--- src/rtl/dpot_pkg.sv ---
package dpot_pkg;
    localparam int BYTE_W    = 8;
    localparam int POT_SEL_W = 1;
    localparam int REG_SEL_W = 2;
    localparam int NPOT      = 1 << POT_SEL_W;
    localparam int NREG      = 1 << REG_SEL_W;

    localparam logic [3:0] DEV_TYPE   = 4'b0101;
    localparam logic [3:0] OP_RD_WCR  = 4'h9;
    localparam logic [3:0] OP_WR_WCR  = 4'hA;
    localparam logic [3:0] OP_RD_DR   = 4'hB;
    localparam logic [3:0] OP_WR_DR   = 4'hC;
    localparam logic [3:0] OP_DR2WCR  = 4'hD;
    localparam logic [3:0] OP_WCR2DR  = 4'hE;
    localparam logic [3:0] OP_GDR2WCR = 4'h1;
    localparam logic [3:0] OP_GWCR2DR = 4'h8;

    typedef enum logic [3:0] {
        S_IDLE,
        S_ADDR,
        S_ADDR_ACK,
        S_INSTR,
        S_INSTR_ACK,
        S_WDATA,
        S_WDATA_ACK,
        S_RDATA,
        S_RDATA_ACK,
        S_IGNORE
    } dpot_state_e;

    function automatic logic op_known(input logic [3:0] op);
        return op inside {OP_RD_WCR, OP_WR_WCR, OP_RD_DR, OP_WR_DR,
                          OP_DR2WCR, OP_WCR2DR, OP_GDR2WCR, OP_GWCR2DR};
    endfunction
endpackage

--- src/rtl/dpot_nv_timer.sv ---
module dpot_nv_timer #(
    parameter int NV_CYCLES = 2000
) (
    input  logic clk,
    input  logic rst_n,
    input  logic launch,
    output logic busy
);
    localparam int CNT_W = $clog2(NV_CYCLES + 1);

    logic [CNT_W-1:0] cnt_q;

    always_ff @(posedge clk or negedge rst_n) begin
        if (!rst_n) begin
            cnt_q <= '0;
        end else if (launch) begin
            cnt_q <= CNT_W'(NV_CYCLES);
        end else if (cnt_q != '0) begin
            cnt_q <= cnt_q - 1'b1;
        end
    end

    assign busy = (cnt_q != '0);
endmodule

--- src/rtl/dpot_wiper_settle.sv ---
module dpot_wiper_settle #(
    parameter int DATA_W     = 6,
    parameter int SETTLE_CYC = 4
) (
    input  logic              clk,
    input  logic              rst_n,
    input  logic [DATA_W-1:0] target,
    output logic [DATA_W-1:0] wiper
);
    localparam int CNT_W = $clog2(SETTLE_CYC + 1);

    logic [DATA_W-1:0] tgt_q;
    logic [CNT_W-1:0]  cnt_q;

    always_ff @(posedge clk or negedge rst_n) begin
        if (!rst_n) begin
            tgt_q <= '0;
            cnt_q <= '0;
            wiper <= '0;
        end else if (target != tgt_q) begin
            tgt_q <= target;
            cnt_q <= CNT_W'(SETTLE_CYC);
        end else if (cnt_q != '0) begin
            cnt_q <= cnt_q - 1'b1;
            if (cnt_q == CNT_W'(1)) begin
                wiper <= tgt_q;
            end
        end
    end
endmodule

--- src/rtl/dpot_serial_ctrl.sv ---
module dpot_serial_ctrl
    import dpot_pkg::*;
#(
    parameter int DATA_W     = 6,
    parameter int NV_CYCLES  = 2000,
    parameter int SETTLE_CYC = 4
) (
    input  logic                     clk,
    input  logic                     rst_n,
    input  logic                     bit_stb,
    input  logic                     bit_val,
    input  logic                     start_det,
    input  logic                     stop_det,
    input  logic [3:0]               dev_addr,
    output logic                     ack_o,
    output logic                     rd_en_o,
    output logic                     rd_bit_o,
    output logic                     busy_o,
    output logic [NPOT*DATA_W-1:0]   wiper_o
);
    localparam int PAD_W = BYTE_W - DATA_W;

    dpot_state_e            state_q, state_d;
    logic [2:0]             bit_cnt_q;
    logic [BYTE_W-1:0]      shreg_q;
    logic [BYTE_W-1:0]      byte_in;
    logic [3:0]             op_q;
    logic [REG_SEL_W-1:0]   reg_q;
    logic [POT_SEL_W-1:0]   pot_q;
    logic                   nv_pend_q;
    logic                   last_bit;
    logic                   addr_hit;
    logic                   shifting;
    logic [DATA_W-1:0]      rd_val;
    logic [DATA_W-1:0]      wcr_q [NPOT];
    logic [DATA_W-1:0]      dr_q  [NPOT][NREG];
    logic [NPOT*DATA_W-1:0] wcr_flat;

    assign byte_in  = {shreg_q[BYTE_W-2:0], bit_val};
    assign last_bit = (bit_cnt_q == 3'd7);
    assign addr_hit = (byte_in[7:4] == DEV_TYPE) && (byte_in[3:0] == dev_addr) && !busy_o;
    assign shifting = (state_q == S_ADDR) || (state_q == S_INSTR) ||
                      (state_q == S_WDATA) || (state_q == S_RDATA);
    assign rd_val   = (op_q == OP_RD_DR) ? dr_q[pot_q][reg_q] : wcr_q[pot_q];

    // State register
    always_ff @(posedge clk or negedge rst_n) begin
        if (!rst_n) begin
            state_q <= S_IDLE;
        end else begin
            state_q <= state_d;
        end
    end

    // Next-state logic
    always_comb begin
        state_d = state_q;
        if (start_det) begin
            state_d = S_ADDR;
        end else if (stop_det) begin
            state_d = S_IDLE;
        end else if (bit_stb) begin
            unique case (state_q)
                S_IDLE:      state_d = S_IDLE;
                S_ADDR:      if (last_bit) state_d = addr_hit ? S_ADDR_ACK : S_IGNORE;
                S_ADDR_ACK:  state_d = S_INSTR;
                S_INSTR:     if (last_bit) state_d = op_known(byte_in[7:4]) ? S_INSTR_ACK : S_IGNORE;
                S_INSTR_ACK: begin
                    if (op_q == OP_WR_WCR || op_q == OP_WR_DR) begin
                        state_d = S_WDATA;
                    end else if (op_q == OP_RD_WCR || op_q == OP_RD_DR) begin
                        state_d = S_RDATA;
                    end else begin
                        state_d = S_IGNORE;
                    end
                end
                S_WDATA:     if (last_bit) state_d = S_WDATA_ACK;
                S_WDATA_ACK: state_d = S_IGNORE;
                S_RDATA:     if (last_bit) state_d = S_RDATA_ACK;
                S_RDATA_ACK: state_d = S_IGNORE;
                S_IGNORE:    state_d = S_IGNORE;
                default:     state_d = S_IDLE;
            endcase
        end
    end

    // Outputs
    always_comb begin
        ack_o    = (state_q == S_ADDR_ACK) || (state_q == S_INSTR_ACK) ||
                   (state_q == S_WDATA_ACK);
        rd_en_o  = (state_q == S_RDATA);
        rd_bit_o = rd_en_o & shreg_q[BYTE_W-1];
    end

    // Datapath and register file
    always_ff @(posedge clk or negedge rst_n) begin
        if (!rst_n) begin
            bit_cnt_q <= '0;
            shreg_q   <= '0;
            op_q      <= '0;
            reg_q     <= '0;
            pot_q     <= '0;
            nv_pend_q <= 1'b0;
            for (int p = 0; p < NPOT; p++) begin
                wcr_q[p] <= '0;
                for (int r = 0; r < NREG; r++) begin
                    dr_q[p][r] <= '0;
                end
            end
        end else if (start_det) begin
            bit_cnt_q <= '0;
        end else if (stop_det) begin
            nv_pend_q <= 1'b0;
        end else if (bit_stb) begin
            if (shifting) begin
                bit_cnt_q <= bit_cnt_q + 1'b1;
            end
            unique case (state_q)
                S_ADDR, S_WDATA: shreg_q <= byte_in;
                S_INSTR: begin
                    shreg_q <= byte_in;
                    if (last_bit) begin
                        op_q  <= byte_in[7:4];
                        reg_q <= byte_in[3:2];
                        pot_q <= byte_in[0];
                    end
                end
                S_RDATA: shreg_q <= {shreg_q[BYTE_W-2:0], 1'b0};
                S_INSTR_ACK: begin
                    shreg_q <= {{PAD_W{1'b0}}, rd_val};
                    if (op_q == OP_DR2WCR) begin
                        wcr_q[pot_q] <= dr_q[pot_q][reg_q];
                    end else if (op_q == OP_WCR2DR) begin
                        dr_q[pot_q][reg_q] <= wcr_q[pot_q];
                        nv_pend_q <= 1'b1;
                    end else if (op_q == OP_GDR2WCR) begin
                        for (int p = 0; p < NPOT; p++) begin
                            wcr_q[p] <= dr_q[p][reg_q];
                        end
                    end else if (op_q == OP_GWCR2DR) begin
                        for (int p = 0; p < NPOT; p++) begin
                            dr_q[p][reg_q] <= wcr_q[p];
                        end
                        nv_pend_q <= 1'b1;
                    end
                end
                S_WDATA_ACK: begin
                    if (op_q == OP_WR_WCR) begin
                        wcr_q[pot_q] <= shreg_q[DATA_W-1:0];
                    end else begin
                        dr_q[pot_q][reg_q] <= shreg_q[DATA_W-1:0];
                        nv_pend_q <= 1'b1;
                    end
                end
                default: ;
            endcase
        end
    end

    dpot_nv_timer #(.NV_CYCLES(NV_CYCLES)) u_nv (
        .clk    (clk),
        .rst_n  (rst_n),
        .launch (stop_det & nv_pend_q),
        .busy   (busy_o)
    );

    for (genvar gp = 0; gp < NPOT; gp++) begin : g_pot
        assign wcr_flat[gp*DATA_W +: DATA_W] = wcr_q[gp];
        dpot_wiper_settle #(.DATA_W(DATA_W), .SETTLE_CYC(SETTLE_CYC)) u_settle (
            .clk    (clk),
            .rst_n  (rst_n),
            .target (wcr_q[gp]),
            .wiper  (wiper_o[gp*DATA_W +: DATA_W])
        );
    end
endmodule

--- config.mk ---
export PLATFORM = sky130hd
export DESIGN_NAME = dpot_serial_ctrl
export DESIGN_NICKNAME = d
export VERILOG_FILES = /design/src/rtl/dpot_pkg.sv /design/src/rtl/dpot_nv_timer.sv /design/src/rtl/dpot_wiper_settle.sv /design/src/rtl/dpot_serial_ctrl.sv
export SDC_FILE = /design/constraint.sdc
export NUM_CORES = 1
export LEC_CHECK = 0
export BUFFER_PORTS_ARGS = -buffer_cell sky130_fd_sc_hd__buf_2
export CELL_PAD_IN_SITES_DETAIL_PLACEMENT = 1
export CELL_PAD_IN_SITES_GLOBAL_PLACEMENT = 1
export CORE_ASPECT_RATIO = 1.4
export CORE_UTILIZATION = 50
export CTS_CLUSTER_DIAMETER = 150
export DETAILED_ROUTE_END_ITERATION = 12
export HOLD_SLACK_MARGIN = 0.08
export PLACE_DENSITY_LB_ADDON = 0.1
export SYNTH_ARGS = -nofsm -noshare
export SYNTH_HDL_FRONTEND = slang
export SYNTH_SLANG_ARGS = --single-unit
--- constraint.sdc ---
create_clock -name clk -period 3.2 [get_ports clk]
set_clock_uncertainty 0.1 [all_clocks]
set_input_delay 0.32 -clock clk [delete_from_list [all_inputs] [get_ports clk]]
set_output_delay 0.32 -clock clk [all_outputs]
set_load 0.05 [all_outputs]
==> results.yml, run 1 <==
drt:
  drc: 0
  detail_route.wl_per_cell_um: 22.31
  drt_pre_antenna_iters: 5
  post_drt_via_cell_ratio: 6.143
  num_vias: 4951
  route.final.wire_length_um: 17980
  final_antenna_net_count: 0
  detail_route.iter0.violations: 287
cells_and_area:
  fillers: 1386
  area_delta_synth_final_pct: 13.60
  most-common-layout-cells: "124 x sky130_fd_sc_hd__dfrtp_1, 63 x sky130_fd_sc_hd__mux2_2, 51 x sky130_fd_sc_hd__nand2_1"
  num-nets-final: 632
  antenna-diode-count: 0
  layout_commonest_cell: "sky130_fd_sc_hd__dfrtp_1"
  multi_input_gate_area_in_the_final_layout_um2: 3438
  finalCoreUtilization: 0.5780
  layout_cells_sized_above_1: 0.2724
  register_area_um2: 3103
sta:
  min_period_ns: 3.038
  slew_limit_fails: 0
  slew_at_the_pin_with_the_worst_max_slew_slack_ns: 0.9830
  grt_setup_unrepaired: "no"
  timing.final.hold_violations: 0
  setup-violations-final: 0
  setup_total_negative_slack_ns: 0
  worst_slew_margin_rel: 0.3422
  final_min_period_over_clock_period: 0.9492
  timing.fmax_ghz: 0.3292
placed_design:
  gpl.final_weighted_congestion: 0.8650
  io_buffer_count: 25
  dp_hpwl_um: 12700
die:
  initial_utilization: 0.5088
  core.rowCount: 50
  core_area_um2: 13330
  top_level_ports: 26
  chipHeight_um: 139.8
  fp.dieArea_um2: 14040
  die-width_um: 100.4
cts:
  cts-htree-levels: 4
  cts_resized: 0
  root_cell_of_the_clock_tree: "sky130_fd_sc_hd__clkbuf_16"
  clock_latency_on_the_worst_skew_pair_ns: 0.41
  clk_pin_slew_worst_paths_ns: 0.05
  number_of_buffers_created_by_cts: 17
  cts-root-to-sink-buffers: 2
  cts_tree: "yes"
  clock-sinks: 124
synthesis:
  share_of_flip_flops_with_an_asynchronous_set_or_reset_after_synthesis: 1.000
  synth_nets: 620
  synth_cells: 600
  synth_top_flop_cell: "sky130_fd_sc_hd__dfrtp_1"
  synth_area_leaders: "sky130_fd_sc_hd__dfrtp_1 46%, sky130_fd_sc_hd__mux2_2 10%, sky130_fd_sc_hd__mux4_2 8.0%"
  number_of_warnings_issued_by_yosys: 0
  synth.cell_area_um2: 6780
  ys_seq_elements: 124
  synthDominantCellAreaShare: 0.4576
  cell_type_with_the_highest_aggregate_area_in_the_netlist: "sky130_fd_sc_hd__dfrtp_1"
  number_of_synthesized_flops_with_an_enable_pin: 0
  synth.distinct_cells: 61
  synth-seq-area-share: 0.4576
  post_synth.cell_area_avg_um2: 11.30
worst_setup_path:
  r2r_cell_count: 5
  worstPathCellList: "dlygate4sd3_1 > buf_2 > or3b_4 > or2_1 > or4b_4 > or3_1 > mux2_4"
  path_buf_inv: 2
  crit_path_slowest_cell: "sky130_fd_sc_hd__or4b_4"
  critical-path-max-stage-delay_ns: 0.58
  cp_num_cells: 7
  critPathMaxFanout: 9
  timing.setup.critical_path_class: "in -> reg"
  path_delay_family: "simple AND/OR/NAND/NOR gates"
  cp.required_ns: 3.39
  worst-endpoint-arrival_ns: 3.22
  critical_path.endpoint_type: "register"
  crit_path_start_kind: "input pin"
outcome:
  run_status: "finished, final reports clean"
grt:
  grt_max_degree: 53
  first_global_vias: 5526
  overflow: 0
  grt_pass1_wl_um: 29690
  grt_antenna_before_repair: 0
  groute.usage.overall: 0.2793
power:
  share_clk_of_total_power: 0.472
  ir_drop_mv: 0.3643
  power_switching_uw: 1055
  power-per-cell-area_nw_per_um2: 536.1
  p_leak_uw: 0.003482
  internal_power_uw: 3074
  power.share.switching: 0.2555
  power_frac_seq: 0.441
  power.combinational.fraction: 0.087
hold_path:
  worst_hold_path.num_cells: 3
  min_path_type: "in -> reg"
job:
  drv.max_cap_violation_count: 0
-- tightest hold or removal path, stage by stage --
cell,delay (ns)
sky130_fd_sc_hd__buf_2,0.13
sky130_fd_sc_hd__nand2_1,0.05
sky130_fd_sc_hd__o21ai_0,0.06
-- Yosys cell counts (all sizes together), types with 6 or more instances --
cell type	count
a21oi	20
a32o	13
clkbuf	45
dfrtp	124
ha	10
inv	16
mux2	69
mux2i	20
mux4	24
nand2	51
nand2b	8
nor2	26
nor3	12
nor4	8
o21ai	41
or3	6
xnor2	17
xor2	8
-- power by group through the flow --
| stage | Sequential, uW | Clock [uW] | Combinational (uW) |
|---|---|---|---|
| after CTS | 1810 | 1980 | 364 |
| after global routing | 1830 | 2050 | 402 |
| final | 1820 | 1950 | 359 |
| after detailed placement | 1840 | 0 | 353 |
| after floorplan | 1740 | 0 | 301 |
| after global placement | 1840 | 0 | 333 |
-- cells by family after synthesis --
group | after synthesis | share of synthesized area
simple gates | 148 | 0.1150
flops | 124 | 0.4576
compound gates | 115 | 0.1120
mux | 113 | 0.2272
buf+inv | 65 | 0.03746
xor+xnor | 25 | 0.03229
fa+ha+maj | 10 | 0.01845
-- worst paths after layout --
kind	from	slack (ns)	endpoint
setup / recovery	start_det	0.16	dr_q[8]$_DFFE_PN0P_
hold / removal	bit_val	0.1	pot_q$_DFFE_PN0P_
setup reg to reg	state_q[0]$_DFFE_PN0P_	0.33	dr_q[8]$_DFFE_PN0P_
hold reg to reg	u_nv.cnt_q[6]$_DFFE_PN0P_	0.39	u_nv.cnt_q[6]$_DFFE_PN0P_
max in group asynchronous	rst_n	1.72	g_pot[0].u_settle.tgt_q[5]$_DFFE_PN0P_
min in group asynchronous	rst_n	0.40	g_pot[1].u_settle.cnt_q[2]$_DFFE_PN0P_
-- layout make-up --
type                       instances  share of cell area
timing repair buffer              42             0.03541
tap                              182             0.02956
inverter                          16            0.007797
sequential                       124              0.4029
clock inverter                    11             0.01868
multi-input combinational        411              0.4464
clock buffer                      20             0.05929
-- flip-flops by register name (all words and copies together) (netlist names) --
| register | cells |
|---|---|
| wcr_flat | 12 |
| dr_q | 48 |
| pot_q | 1 |
| op_q | 4 |
| reg_q | 2 |
| g_pot.u_settle.cnt_q | 6 |
| u_nv.cnt_q | 11 |
| g_pot.u_settle.wiper | 12 |
| nv_pend_q | 1 |
| g_pot.u_settle.tgt_q | 12 |
| shreg_q | 8 |
| state_q | 4 |
| bit_cnt_q | 3 |
-- what timing repair did --
item / 4_1_cts / 5_1_grt
hold buffers: 2 / 0
setup buffers: 0 / 0
hold endpoints to repair: 53 / 0
-- stage by stage --
step	worst slack [ns]	power (uW)	std cells	hold slack, ns	cell area, um2
2_1_floorplan	0.5176	2037	600	-0.07559	6780
3_3_place_gp	0.3446	2168	773	0.2961	7082
3_5_place_dp	0.2989	2194	773	0.3105	7082
4_1_cts	0.1694	4156	806	0.08031	7702
5_1_grt	0.05445	4285	806	0.1191	7702
6_report	0.1624	4129	806	0.09791	7702
-- layer usage --
metal  routed length, um  GRT usage  vias up
met5                   0          0        -
met4                 433     0.1083        0
met3                 547    0.04671       29
met2                9764     0.5029      118
met1                7232     0.3272     2584
li1                    -          -     2220
No activity file was read; power rests on OpenSTA's default activity.
==> run 2: changes to the inputs <==
- BUFFER_PORTS_ARGS: -buffer_cell sky130_fd_sc_hd__buf_2 -> -buffer_cell sky130_fd_sc_hd__clkbuf_2
==> run 2 against run 1 <==
Compared with the run above:
- critical endpoint is now dr_q[11]$_DFFE_PN0P_
- non-clock buffer count is the same
- count of clock-buffer cells in the layout increased by 2
- worst setup slack got worse by 0.026 ns
- worst hold slack better by 0.0079 ns
- first-iteration DRC count fell by 14%
- sequential power is essentially flat
- critical path depth unchanged
- register-to-register slack lost 0.02 ns
- maximum frequency is 0.85% lower
==> results.yml, run 2 (same netlist as run 1, synthesis figures left out) <==
outcome:
  run_status: "finished, final reports clean"
sta:
  final_min_period_over_clock_period: 0.9574
  grt_setup_unrepaired: "no"
  worst_slew_margin_rel: 0.3058
  min_period_ns: 3.064
  slew_limit_fails: 0
  setup-violations-final: 0
  setup_total_negative_slack_ns: 0
  slew_at_the_pin_with_the_worst_max_slew_slack_ns: 1.041
  timing.fmax_ghz: 0.3264
  timing.final.hold_violations: 0
cells_and_area:
  layout_commonest_cell: "sky130_fd_sc_hd__dfrtp_1"
  largest_register_ffs: 48
  largest_register_by_flop_count: "dr_q"
  most-common-layout-cells: "124 x sky130_fd_sc_hd__dfrtp_1, 63 x sky130_fd_sc_hd__mux2_2, 51 x sky130_fd_sc_hd__nand2_1"
  area_delta_synth_final_pct: 12.90
  layout_cells_sized_above_1: 0.2697
  antenna-diode-count: 0
  num-nets-final: 632
worst_setup_path:
  path_buf_inv: 2
  critical-path-max-stage-delay_ns: 0.57
  crit_path_start_kind: "input pin"
  crit_path_slowest_cell: "sky130_fd_sc_hd__or4b_4"
  critical_path.endpoint_type: "register"
  setup_slack_of_the_most_critical_reg_to_reg_path_ns: 0.31
  critPathMaxFanout: 9
  worstPathCellList: "dlygate4sd3_1 > clkbuf_2 > or3b_4 > or2_1 > or4b_4 > or3_1 > mux2_4"
  worst-endpoint-arrival_ns: 3.26
  cp.required_ns: 3.39
  timing.setup.critical_path_class: "in -> reg"
  path_delay_family: "simple AND/OR/NAND/NOR gates"
placed_design:
  gpl.final_weighted_congestion: 0.8426
  dp_hpwl_um: 12520
  io_buffer_count: 25
drt:
  detail_route.iter0.violations: 248
  drc: 0
  drt_pre_antenna_iters: 4
  post_drt_via_cell_ratio: 6.067
  route.final.wire_length_um: 17590
  num_vias: 4884
  detail_route.wl_per_cell_um: 21.85
  final_antenna_net_count: 0
grt:
  first_global_vias: 5314
  grt_antenna_before_repair: 0
  groute.usage.overall: 0.2738
  overflow: 0
  grt_max_degree: 89
  grt_pass1_wl_um: 29010
power:
  power_frac_seq: 0.464
  ir_drop_mv: 0.3481
  power.share.switching: 0.2598
  internal_power_uw: 2907
  power_switching_uw: 1020
  power-per-cell-area_nw_per_um2: 513.0
  power.combinational.fraction: 0.089
  total_power_uw: 3927
  share_clk_of_total_power: 0.446
  p_leak_uw: 0.003455
cts:
  root_cell_of_the_clock_tree: "sky130_fd_sc_hd__clkbuf_16"
  clock-sinks: 124
  clock_latency_on_the_worst_skew_pair_ns: 0.41
  cts_tree: "yes"
  post_cts_buffers: 0
  clk_pin_slew_worst_paths_ns: 0.05
  cts-root-to-sink-buffers: 2
  cts-htree-levels: 4
  number_of_buffers_created_by_cts: 17
die:
  core_area_um2: 13330
  die-width_um: 100.4
  top_level_ports: 26
  fp.dieArea_um2: 14040
  core.rowCount: 50
  chipHeight_um: 139.8
  initial_utilization: 0.5088
job:
  drv.max_cap_violation_count: 0
hold_path:
  min_path_type: "in -> reg"
==> run 2: final cells by class <==
type                            count  area, um2
Multi-Input combinational cell    411       3445
Tap cell                          182      227.7
Sequential cell                   124       3103
Clock buffer                       22      464.2
Timing Repair Buffer               42      285.3
Clock inverter                      8      70.07
Fill cell                        1407       5670
Inverter                           16      60.06
==> run 2: path summary, 6_finish.rpt <==
path | start | cells after the start | to
worst max-delay path | start_det | 7 | dr_q[11]$_DFFE_PN0P_
worst min-delay path | bit_val | 3 | pot_q$_DFFE_PN0P_
worst max register to register | state_q[0]$_DFFE_PN0P_ | 5 | dr_q[11]$_DFFE_PN0P_
worst min register to register | u_nv.cnt_q[6]$_DFFE_PN0P_ | 1 | u_nv.cnt_q[6]$_DFFE_PN0P_
max in group asynchronous | rst_n | 3 | state_q[2]$_DFFE_PN0P_
min in group asynchronous | rst_n | 2 | g_pot[1].u_settle.cnt_q[2]$_DFFE_PN0P_
==> run 2: what timing repair did <==
action | CTS | global route
endpoints found under the hold margin | 39 | 0
setup endpoints to repair | 0 | 8
hold buffers | 2 | 0
resized for setup | 0 | 1
==> run 2: through the flow <==
stage	utilization	cells	worst slack (ns)	hold slack (ns)	instance area (um2)
6_report	0.5745	805	0.1363	0.1058	7655
5_1_grt	0.5745	805	0.08713	0.1405	7655
4_1_cts	0.5740	805	0.1510	0.08506	7649
3_5_place_dp	0.5324	773	0.2812	0.2213	7094
3_3_place_gp	0.5324	773	0.3432	0.2085	7094
2_1_floorplan	-	600	0.5176	-0.07559	6780
==> run 2: worst reg2reg max path, stage by stage, from the launching register on <==
cell and delay (ns):
sky130_fd_sc_hd__dfrtp_1 0.37, sky130_fd_sc_hd__or3b_1 0.47, sky130_fd_sc_hd__or2_1 0.32, sky130_fd_sc_hd__or4b_4 0.57, sky130_fd_sc_hd__or3_1 0.57, sky130_fd_sc_hd__mux2_4 0.37
==> run 2: power by group through the flow <==
stage	logic, uW	registers, uW	clock network, uW
finish	351	1820	1750
CTS	358	1820	1790
global route	395	1830	1870
detailed placement	352	1850	0
floorplan	301	1740	0
global placement	333	1840	0
==> run 2: layer usage <==
metal	track usage	up-vias	routed length (um)
li1	-	2226	-
met1	0.3331	2555	7252
met2	0.4762	83	9458
met3	0.04872	20	497
met4	0.1091	0	379
met5	0	-	0
==> run 3: changes to the inputs <==
- CORE_UTILIZATION: 50 -> 51
- SYNTH_HIERARCHICAL: not set -> 1
- TNS_END_PERCENT: not set -> 10
==> run 3 against run 2 <==
Compared with the run above:
- worst hold slack improved by 0.012 ns
- register-to-register slack improved by 0.02 ns
- sequential share of layout area is 1.5 points lower
- clock power up 12%
- maximum frequency grew 6.6%
- worst setup slack better by 0.19 ns
- count of clock-buffer cells in the layout fell by 4
- area after synthesis is 2.8% higher
- synthesized cell count rose by 2.5%
==> results.yml, run 3 <==
synthesis:
  ys_seq_elements: 124
  synth.cell_area_um2: 6968
  number_of_synthesized_flops_with_an_enable_pin: 0
  synth_top_flop_cell: "sky130_fd_sc_hd__dfrtp_1"
  synth-seq-area-share: 0.4453
  post_synth_mux_area_share: 0.2446
  synth_top_cells_by_count: "124 x sky130_fd_sc_hd__dfrtp_1, 54 x sky130_fd_sc_hd__mux2_2, 40 x sky130_fd_sc_hd__nor2_1, 40 x sky130_fd_sc_hd__o21ai_0, 39 x sky130_fd_sc_hd__clkbuf_1"
  synth_simple_gate_area_share: 0.1264
  synth.distinct_cells: 61
  synth_cells: 615
  number_of_warnings_issued_by_yosys: 6
  synth_area_leaders: "sky130_fd_sc_hd__dfrtp_1 45%, sky130_fd_sc_hd__mux2_2 8.7%, sky130_fd_sc_hd__mux4_2 7.8%"
  yosysMostFrequentCell: "sky130_fd_sc_hd__dfrtp_1"
  synthAdderAreaFrac: 0.01616
  share_of_flip_flops_with_an_asynchronous_set_or_reset_after_synthesis: 1.000
  synthDominantCellAreaShare: 0.4453
  post_synth_xor_area_fraction: 0.03142
  cell_type_with_the_highest_aggregate_area_in_the_netlist: "sky130_fd_sc_hd__dfrtp_1"
  synth_nets: 634
  combinational_family_with_the_most_area_after_synthesis: "multiplexers"
  synth_compound_area_frac: 0.1004
  post_synth.cell_area_avg_um2: 11.33
die:
  top_level_ports: 26
  fp.dieArea_um2: 14140
  core_area_um2: 13330
  chipHeight_um: 140.3
  core.rowCount: 50
  die-width_um: 100.8
  initial_utilization: 0.5229
cells_and_area:
  num-nets-final: 653
  layout_cells_sized_above_1: 0.2751
  most-common-layout-cells: "124 x sky130_fd_sc_hd__dfrtp_1, 54 x sky130_fd_sc_hd__mux2_2, 40 x sky130_fd_sc_hd__nor2_1, 40 x sky130_fd_sc_hd__o21ai_0, 35 x sky130_fd_sc_hd__nand2_1"
  largest_register_by_flop_count: "dr_q"
  antenna-diode-count: 0
  area_delta_synth_final_pct: 13.93
  final_cell_area_um2: 7939
  largest_register_ffs: 48
  layout_commonest_cell: "sky130_fd_sc_hd__dfrtp_1"
sta:
  timing.final.hold_violations: 0
  slew_limit_fails: 0
  timing.fmax_ghz: 0.3480
  setup_total_negative_slack_ns: 0
  grt_setup_unrepaired: "no"
  worst_slew_margin_rel: 0.3355
  final_min_period_over_clock_period: 0.8980
  setup-violations-final: 0
  slew_at_the_pin_with_the_worst_max_slew_slack_ns: 0.9968
  min_period_ns: 2.874
power:
  p_leak_uw: 0.003441
  ir_drop_mv: 0.3832
  power-per-cell-area_nw_per_um2: 513.2
cts:
  clk_pin_slew_worst_paths_ns: 0.06
  cts_resized: 0
  root_cell_of_the_clock_tree: "sky130_fd_sc_hd__clkbuf_16"
  number_of_buffers_created_by_cts: 17
  cts-htree-levels: 4
  cts-root-to-sink-buffers: 2
  clock_latency_on_the_worst_skew_pair_ns: 0.42
  clock-sinks: 124
  cts_tree: "yes"
outcome:
  run_status: "finished, final reports clean"
grt:
  grt_pass1_wl_um: 30120
  grt_max_degree: 58
  overflow: 0
  grt_antenna_before_repair: 0
  first_global_vias: 5488
  groute.usage.overall: 0.2852
drt:
  drt_pre_antenna_iters: 4
  drc: 0
  route.final.wire_length_um: 18180
  detail_route.wl_per_cell_um: 21.93
  detail_route.iter0.violations: 241
  final_antenna_net_count: 0
  post_drt_via_cell_ratio: 6.098
  num_vias: 5055
placed_design:
  dp_hpwl_um: 13060
  dpl_cell_area_um2: 7320
  io_buffer_count: 25
  gpl.final_weighted_congestion: 0.8566
worst_setup_path:
  cp.required_ns: 3.38
  crit_path_start_kind: "register"
  critical_path.endpoint_type: "register"
  critPathMaxFanout: 6
  worst-endpoint-arrival_ns: 3.05
  r2r_cell_count: 8
  crit-reg2reg-launch: "u_nv/cnt_q[0]$_DFFE_PN0P_"
  r2r_end: "state_q[0]$_DFFE_PN0P_"
  setup_slack_of_the_most_critical_reg_to_reg_path_ns: 0.33
  timing.setup.critical_path_class: "reg -> reg"
hold_path:
  worstHoldStart: "start_det"
  worst_hold_path.num_cells: 2
  hold_path_end: "bit_cnt_q[1]$_DFFE_PN0P_"
  min_path_type: "in -> reg"
job:
  drv.max_cap_violation_count: 0
[run 3: changes by cell type in the layout (fill, tap and decap cells not counted), moves of 5 or more]
cell and delta:
sky130_fd_sc_hd__mux2i_1 +13, sky130_fd_sc_hd__and2_1 +5, sky130_fd_sc_hd__mux2_2 -9, sky130_fd_sc_hd__nand2_1 -16, sky130_fd_sc_hd__xnor2_1 +7, sky130_fd_sc_hd__mux2_1 +12, sky130_fd_sc_hd__buf_4 +7, sky130_fd_sc_hd__a32o_1 -8
sky130_fd_sc_hd__o22ai_1 +5, sky130_fd_sc_hd__nor2_1 +14, sky130_fd_sc_hd__a22oi_1 +7, sky130_fd_sc_hd__xor2_1 -7
[run 3: stage by stage]
| step | setup WS [ns] | hold slack (ns) | std cells | utilization | total power, uW |
|---|---|---|---|---|---|
| finish | 0.3264 | 0.1176 | 829 | 0.5958 | 4074 |
| floorplan | 0.1375 | -0.07559 | 615 | - | 1959 |
| global route | 0.1154 | 0.1382 | 829 | 0.5958 | 4214 |
| detailed placement | 0.3179 | 0.2916 | 795 | 0.5493 | 2127 |
| global placement | 0.4351 | 0.2770 | 795 | 0.5493 | 2111 |
| CTS | 0.3256 | 0.08591 | 829 | 0.5958 | 4109 |
[run 3: layout make-up]
class                           count  area, um2
Clock buffer                       18      429.2
Clock inverter                     14      170.2
Fill cell                        1420       5386
Inverter                           16      60.06
Multi-Input combinational cell    427       3631
Sequential cell                   124       3103
Tap cell                          182      227.7
Timing Repair Buffer               48      317.8
[run 3: cells by family (layout without fill, tap and decap cells)]
| family | Yosys count | in the layout |
|---|---|---|
| compound gates | 109 | 109 |
| buf+inv | 64 | 96 |
| xor+xnor | 25 | 25 |
| flops | 124 | 124 |
| fa+ha+maj | 9 | 9 |
| mux | 129 | 129 |
| simple gates | 155 | 155 |
[run 3: how the worst max path moves through the flow]
| stage | cells after the start | slack, ns | to | from |
|---|---|---|---|---|
| floorplan | 8 | 0.14 | state_q[0]$_DFFE_PN0P_ | u_nv/cnt_q[0]$_DFFE_PN0P_ |
| finish | 8 | 0.33 | state_q[0]$_DFFE_PN0P_ | u_nv/cnt_q[0]$_DFFE_PN0P_ |
| global placement | 8 | 0.44 | state_q[0]$_DFFE_PN0P_ | u_nv/cnt_q[0]$_DFFE_PN0P_ |
| detailed placement | 8 | 0.32 | state_q[0]$_DFFE_PN0P_ | u_nv/cnt_q[0]$_DFFE_PN0P_ |
| CTS | 8 | 0.33 | state_q[3]$_DFFE_PN0P_ | u_nv/cnt_q[0]$_DFFE_PN0P_ |
| global route | 8 | 0.12 | state_q[0]$_DFFE_PN0P_ | u_nv/cnt_q[0]$_DFFE_PN0P_ |
[run 3: critical path: stages (launching register included)]
cell and delay (ns):
sky130_fd_sc_hd__dfrtp_1 0.41, sky130_fd_sc_hd__inv_1 0.07, sky130_fd_sc_hd__ha_1 0.20, sky130_fd_sc_hd__nor4b_4 0.35, sky130_fd_sc_hd__nand3_1 0.28, sky130_fd_sc_hd__or4_1 0.55
sky130_fd_sc_hd__o31a_1 0.25, sky130_fd_sc_hd__nor4_1 0.38, sky130_fd_sc_hd__a221oi_1 0.14
[run 3: layer usage]
layer  up-vias  global-route usage  share of wire  routed length (um)
li1       2294                   -              -                   -
met1      2625              0.3525           0.41                7451
met2        88              0.4762           0.53                9584
met3        48             0.04990          0.022                 396
met4         0              0.1472          0.041                 748
met5         -                   0              0                   0
[run 3: report_power, final]
group | total, uW | switching, uW | internal, uW
registers | 1800 | 167 | 1640
clock network | 1960 | 736 | 1230
logic | 309 | 192 | 118
total | 4070 | 1090 | 2980
[run 3: repair_timing]
action                    CTS  global route
hold endpoints to repair   49             0
hold buffers                2             0
buffers inserted            0             0
